--- config.mk ---
export PLATFORM = sky130hd
export DESIGN_NAME = mxbus_dma_master
export DESIGN_NICKNAME = d
export VERILOG_FILES = /design/src/rtl/mxbus_pkg.sv /design/src/rtl/mxbus_evt_queue.sv /design/src/rtl/mxbus_cycle_fsm.sv /design/src/rtl/mxbus_ad_path.sv /design/src/rtl/mxbus_dma_master.sv
export SDC_FILE = /design/constraint.sdc
export NUM_CORES = 1
export LEC_CHECK = 0
export CAP_MARGIN = 20
export CORE_MARGIN = 10
export CORE_UTILIZATION = 42
export CTS_CLUSTER_SIZE = 12
export DETAILED_ROUTE_END_ITERATION = 16
export GPL_ROUTABILITY_DRIVEN = 0
export GPL_TIMING_DRIVEN = 0
export PLACE_DENSITY_LB_ADDON = 0.12
export REMOVE_ABC_BUFFERS = 1
export SLEW_MARGIN = 20
export SYNTH_ARGS = -nofsm -noshare
export SYNTH_HDL_FRONTEND = slang
export SYNTH_SLANG_ARGS = --single-unit
--- constraint.sdc ---
create_clock -name clk -period 4.4 [get_ports clk]
set_input_delay 0.88 -clock clk [delete_from_list [all_inputs] [get_ports clk]]
set_output_delay 0.88 -clock clk [all_outputs]
set_load 0.02 [all_outputs]
--- src/rtl/mxbus_pkg.sv ---
package mxbus_pkg;
  typedef enum logic [3:0] {
    S_IDLE = 4'd0,
    S_NOTE = 4'd1,
    S_REQ  = 4'd2,
    S_ADDR = 4'd3,
    S_T1   = 4'd4,
    S_T2   = 4'd5,
    S_T3   = 4'd6,
    S_T4   = 4'd7,
    S_REL  = 4'd8
  } bus_state_t;
endpackage

--- src/rtl/mxbus_evt_queue.sv ---
module mxbus_evt_queue (
  input  logic clk,
  input  logic rst,
  input  logic wr_evt,
  input  logic rd_evt,
  input  logic pop,
  output logic head_valid,
  output logic head_is_rd
);
  logic pend_wr, pend_rd, rd_older;
  logic wr_keep, rd_keep, set_wr, set_rd;

  assign head_valid = pend_wr | pend_rd;
  assign head_is_rd = pend_rd & (~pend_wr | rd_older);

  always_comb begin
    wr_keep = pend_wr & ~(pop & ~head_is_rd);
    rd_keep = pend_rd & ~(pop & head_is_rd);
    set_wr  = wr_evt & ~wr_keep;
    set_rd  = rd_evt & ~rd_keep;
  end

  always_ff @(posedge clk) begin
    if (rst) begin
      pend_wr  <= 1'b0;
      pend_rd  <= 1'b0;
      rd_older <= 1'b0;
    end else begin
      pend_wr <= wr_keep | set_wr;
      pend_rd <= rd_keep | set_rd;
      if (rd_keep && set_wr)      rd_older <= 1'b1;
      else if (wr_keep && set_rd) rd_older <= 1'b0;
      else if (set_wr && set_rd)  rd_older <= 1'b0;
    end
  end

  assert_pop_valid_R10: assert property (@(posedge clk) disable iff (rst)
    pop |-> head_valid);
endmodule

--- src/rtl/mxbus_cycle_fsm.sv ---
module mxbus_cycle_fsm
  import mxbus_pkg::*;
(
  input  logic clk,
  input  logic rst,
  input  logic head_valid,
  input  logic head_is_rd,
  input  logic hold_ack,
  input  logic ready_in,
  output logic pop,
  output logic irq_out,
  output logic hold_req,
  output logic drive_addr_n,
  output logic drive_data_n,
  output logic capture,
  output logic rd_phase
);
  bus_state_t st, st_n;
  logic kind_rd;

  always_comb begin
    st_n = st;
    unique case (st)
      S_IDLE: if (head_valid) st_n = S_NOTE;
      S_NOTE: st_n = S_REQ;
      S_REQ:  if (hold_ack) st_n = S_ADDR;
      S_ADDR: st_n = S_T1;
      S_T1:   st_n = S_T2;
      S_T2:   st_n = S_T3;
      S_T3:   if (ready_in) st_n = S_T4;
      S_T4:   st_n = S_REL;
      S_REL:  if (!hold_ack) st_n = S_IDLE;
      default: st_n = S_IDLE;
    endcase
  end

  assign pop          = (st == S_IDLE) && head_valid;
  assign drive_addr_n = (st_n == S_ADDR);
  assign drive_data_n = (st_n == S_T2) && !kind_rd;
  assign capture      = (st == S_T3) && ready_in && kind_rd;
  assign rd_phase     = kind_rd && (st == S_T1 || st == S_T2 || st == S_T3 || st == S_T4);

  always_ff @(posedge clk) begin
    if (rst) begin
      st       <= S_IDLE;
      kind_rd  <= 1'b0;
      irq_out  <= 1'b0;
      hold_req <= 1'b0;
    end else begin
      st       <= st_n;
      hold_req <= (st_n == S_REQ) || (st_n == S_ADDR) || (st_n == S_T1) ||
                  (st_n == S_T2) || (st_n == S_T3) || (st_n == S_T4);
      if (pop) begin
        kind_rd <= head_is_rd;
        irq_out <= !head_is_rd;
      end
    end
  end

  assert_hold_after_note_R2: assert property (@(posedge clk) disable iff (rst)
    $rose(hold_req) |-> $past(st) == S_NOTE);
  assert_hold_wait_R4: assert property (@(posedge clk) disable iff (rst)
    (st == S_REQ && !hold_ack) |=> (st == S_REQ && hold_req));
  assert_wait_state_R7: assert property (@(posedge clk) disable iff (rst)
    (st == S_T3 && !ready_in) |=> (st == S_T3 && hold_req));
  assert_t4_after_ready_R7: assert property (@(posedge clk) disable iff (rst)
    (st == S_T3 && ready_in) |=> (st == S_T4));
  assert_release_wait_R9: assert property (@(posedge clk) disable iff (rst)
    (st == S_REL && hold_ack) |=> (st == S_REL && !hold_req));
endmodule

--- src/rtl/mxbus_ad_path.sv ---
module mxbus_ad_path #(
  parameter int DW = 16
) (
  input  logic          clk,
  input  logic          rst,
  input  logic          drive_addr_n,
  input  logic          drive_data_n,
  input  logic          capture,
  input  logic          rd_phase,
  input  logic          hold_req,
  input  logic [DW-1:0] xfer_addr,
  input  logic [DW-1:0] wr_data,
  input  logic [DW-1:0] ad_in,
  output logic [DW-1:0] ad_out,
  output logic          ad_oe,
  output logic [DW-1:0] rd_data,
  output logic          rd_valid
);
  always_ff @(posedge clk) begin
    if (rst) begin
      ad_out   <= '0;
      ad_oe    <= 1'b0;
      rd_data  <= '0;
      rd_valid <= 1'b0;
    end else begin
      ad_oe    <= drive_addr_n | drive_data_n;
      ad_out   <= drive_addr_n ? xfer_addr : (drive_data_n ? wr_data : '0);
      rd_valid <= capture;
      if (capture) rd_data <= ad_in;
    end
  end

  assert_oe_needs_hold_R5: assert property (@(posedge clk) disable iff (rst)
    ad_oe |-> hold_req);
  assert_rd_no_drive_R11: assert property (@(posedge clk) disable iff (rst)
    rd_phase |-> !ad_oe);
  assert_valid_pulse_R8: assert property (@(posedge clk) disable iff (rst)
    rd_valid |=> !rd_valid);
endmodule

--- src/rtl/mxbus_dma_master.sv ---
module mxbus_dma_master #(
  parameter int DW = 16
) (
  input  logic          clk,
  input  logic          rst,
  input  logic          rx_evt,
  input  logic          chan_attn,
  input  logic          hold_ack,
  input  logic          ready_in,
  input  logic [DW-1:0] ad_in,
  input  logic [DW-1:0] xfer_addr,
  input  logic [DW-1:0] wr_data,
  output logic          irq_out,
  output logic          hold_req,
  output logic [DW-1:0] ad_out,
  output logic          ad_oe,
  output logic [DW-1:0] rd_data,
  output logic          rd_valid
);
  logic head_valid, head_is_rd, pop;
  logic drive_addr_n, drive_data_n, capture, rd_phase;

  mxbus_evt_queue u_queue (
    .clk(clk), .rst(rst), .wr_evt(rx_evt), .rd_evt(chan_attn), .pop(pop),
    .head_valid(head_valid), .head_is_rd(head_is_rd)
  );

  mxbus_cycle_fsm u_fsm (
    .clk(clk), .rst(rst), .head_valid(head_valid), .head_is_rd(head_is_rd),
    .hold_ack(hold_ack), .ready_in(ready_in), .pop(pop), .irq_out(irq_out),
    .hold_req(hold_req), .drive_addr_n(drive_addr_n), .drive_data_n(drive_data_n),
    .capture(capture), .rd_phase(rd_phase)
  );

  mxbus_ad_path #(.DW(DW)) u_ad (
    .clk(clk), .rst(rst), .drive_addr_n(drive_addr_n), .drive_data_n(drive_data_n),
    .capture(capture), .rd_phase(rd_phase), .hold_req(hold_req),
    .xfer_addr(xfer_addr), .wr_data(wr_data), .ad_in(ad_in),
    .ad_out(ad_out), .ad_oe(ad_oe), .rd_data(rd_data), .rd_valid(rd_valid)
  );

  assert_reset_quiet_R1: assert property (@(posedge clk)
    rst |=> (!hold_req && !irq_out && !ad_oe));
endmodule

==> metrics <==
multiplexer area fraction after synthesis=0.577%; M1 WL=2210 um; dpl hpwl=3830 um; DRT Pass-1 Iters=4; clock-pin slew on the worst setup and hold paths=~0.08 ns; Final Cell Area=2720 um^2; post-synthesis sequential area ratio=50.8%; Slew HR=29.4%; GR Util All Layers=14.2%; FILL cells=346; skew final=0.00523 ns; row cnt=23; Finished Core Util=67.9%; grt ovf=0; crit end category=flip-flop; Clock Path Buffers=2; Routed wire per std cell=16.5 um; Hold Path Stages=2; max_cap viols=0; post-synthesis compound-gate area fraction=roughly a quarter; cell depth of the worst flop-to-flop path=3; drt initial violations=94; Hold WS=0.476 ns; Synth Area in Adders=0%; crit-path cells=clkdlybuf4s50_1 -> or3_1 -> a211oi_2 -> buf_4 -> a32o_1; wirelength, routed=around 5300 um; max incr delay on CP=0.94 ns; crit path kind=in -> reg; distinct cell type count after synthesis=35; setup bufs post-CTS=0; dpl cell area=2630 um^2; leading area contributor after synthesis=dfxtp_1; pre-CTS WS=0.721 ns; Final WS setup=1.34 ns; Core Area=4000 um^2; H-tree depth=2; met2 WL post-DR=2410 um; Setup crit start kind=input pin; first-pass GRT wire length=8580 um; synthesized instance count=188; Simple-Gate Fraction of Synth Area=19.6%; Syn Area/Cell=9.22 um^2; post-cts hold buffer count=0; Top delay family on crit path=buffers and inverters; CTS sink cnt=44; P&R area growth vs syn=56.7%; Synth top area share=50.8%; Die ar.=7100 um^2; fin cells=between 300 and 400; final hold violation count=0; CP Depth=5; leak pwr=0.968 nW; Crit path buffers/inverters=2; VDD IR-drop max=about 0.2 mV; most common cell after layout, fill and taps aside=clkdlybuf4s50_1; uppermost layer routed=met4; main combinational cell family by area after synthesis=compound AO/OA/AOI/OAI gates; Worst R2R Start=u_fsm.st[1]$_SDFF_PP0_; die height=84.3 um; worst hold start=u_ad.rd_data[10]$_SDFFE_PP0P_; met3 WL=616 um; Initial Util=43.4%; vias in the first global route=1,771; Peak Freq=approximately 0.33 GHz; hold crit path type=reg -> reg; port bufs=89; setup TNS=0 ns; root buf cell=clkbuf_8; synthesis warning total=0; commonest cells after routing, fill and taps aside=clkdlybuf4s50_1, dfxtp_1, a21oi_1, o21ai_0, nand3_1; Crit Path Max Fanout=28; synthesized flop and latch total=44; required time worst endpoint=between 4 and 5 ns; layout cells sized above 1=7.41%; worst slew pin tran=between 1 and 1.5 ns; Final Cycle Share=69.4%; CTS tree=built; total number of vias=1,701; RSZ-0062 raised after global routing=false; top post-synthesis cells by area=dfxtp_1, a21oi_1, o21ai_0; WHS Endpoint=u_ad.rd_data[10]$_SDFFE_PP0P_; Critical Path AT=~3.3 ns; # nets final=324; Residual DRC=0; Pins Over Slew Limit=0; # setup viols final=0; Synth Cell Area=between 1500 and 2000 um^2; min Tclk post-route=~3 ns; Final ANT Viol Nets=0; Power Total=between 0.8 and 0.9 mW; Synth Area in XOR/XNOR=0.505%; placed insts=312; Reg2Reg Setup Slack=2.34 ns; post-cts resize count=0; PD cells=between 300 and 400 nW/um^2; Die W=84.3 um; initial antenna violation count=0; CP max-delay cell=clkdlybuf4s50_1; antenna cells=0; outcome=complete, no violations; TritonCTS Buffers=5; pin count of the biggest net entering global routing=29; Boundary Pins=90; Reg2Reg Capture Point=u_ad.rd_data[11]$_SDFFE_PP0P_; worst skew pair latency=approximately 0.28 ns; Via-to-Cell Ratio=5.32
-- worst min-delay path: stages (launching register included) --
cell and delay [ns]:
dfxtp_1 0.31, o21ai_0 0.06, a21oi_1 0.06
-- cell usage after synthesis --
library cell  number
nor2b_1            3
o21a_1             1
and3_1             9
or4_4              1
a21oi_1           23
a211oi_2           1
or2_2              1
mux2i_1            1
nand3_1           18
xnor2_1            1
and3b_1            1
nand3b_1           1
nand4b_1           1
nor2_1             6
nor3b_1            1
o41ai_1            1
a31o_2             8
nor3_1             4
nor4b_1            1
o21ai_0           21
and2_1             2
nand2_1            1
nand2b_1           1
nor4_1             2
inv_1              4
a311oi_1           1
clkbuf_1          11
or4b_1             1
dfxtp_1           44
and4b_1            1
a32o_1             8
a21boi_0           1
buf_4              1
buf_2              3
or3_1              3
-- power breakdown --
part / internal [mW] / leakage, nW / switching (mW)
clock: 0.108 / 0.0410 / 0.123
sequential: 0.416 / 0.356 / 0.0235
combinational: 0.0925 / 0.571 / 0.0753
-- routing by layer --
metal | up-vias | GRT usage (%)
met1 | 775 | 16.1
met2 | 61 | 22.5
met3 | 5 | 8.12
met4 | 0 | 3.65
li1 | 860 | -
met5 | - | 0
-- registers in the layout, indices dropped and copies added, names as in the netlist --
| register | count |
|---|---|
| u_fsm.hold_req | 1 |
| u_queue.pend_wr | 1 |
| u_ad.rd_data | 16 |
| u_fsm.st | 4 |
| u_fsm.irq_out | 1 |
| u_ad.ad_oe | 1 |
| u_ad.rd_valid | 1 |
| u_ad.ad_out | 16 |
| u_queue.rd_older | 1 |
| u_queue.pend_rd | 1 |
| u_fsm.kind_rd | 1 |
-- cell type report --
cell class              instances  area (um^2)  area share [%]
repair buffers                 90          898            33.1
clock buffers                   6         72.6            2.67
clock inverters                 1         5.00           0.184
well taps                      50         62.6            2.30
inverters                       4         15.0           0.552
multi-input cells             125          783            28.8
flip-flops and latches         44          881            32.4
-- cells by family after synthesis --
kind of cell	after synthesis
AOI/OAI and AO/OA	65
and+or+nand+nor	58
DFF	44
buffers and inverters	19
xor gates and xnor gates	1
muxes	1
-- how the worst max path moves through the flow --
stage,from,end,slack [ns]
2_1_floorplan,rst,u_ad.ad_out[11]$_SDFF_PP0_,2.27
6_report,rst,u_ad.ad_out[3]$_SDFF_PP0_,1.34
3_5_place_dp,rst,u_ad.ad_out[15]$_SDFF_PP0_,0.72
3_3_place_gp,rst,u_ad.ad_out[9]$_SDFF_PP0_,0.70
4_1_cts,rst,u_ad.ad_out[7]$_SDFF_PP0_,1.02
5_1_grt,rst,u_ad.ad_out[9]$_SDFF_PP0_,1.21
(Power assumes the default switching activity.)
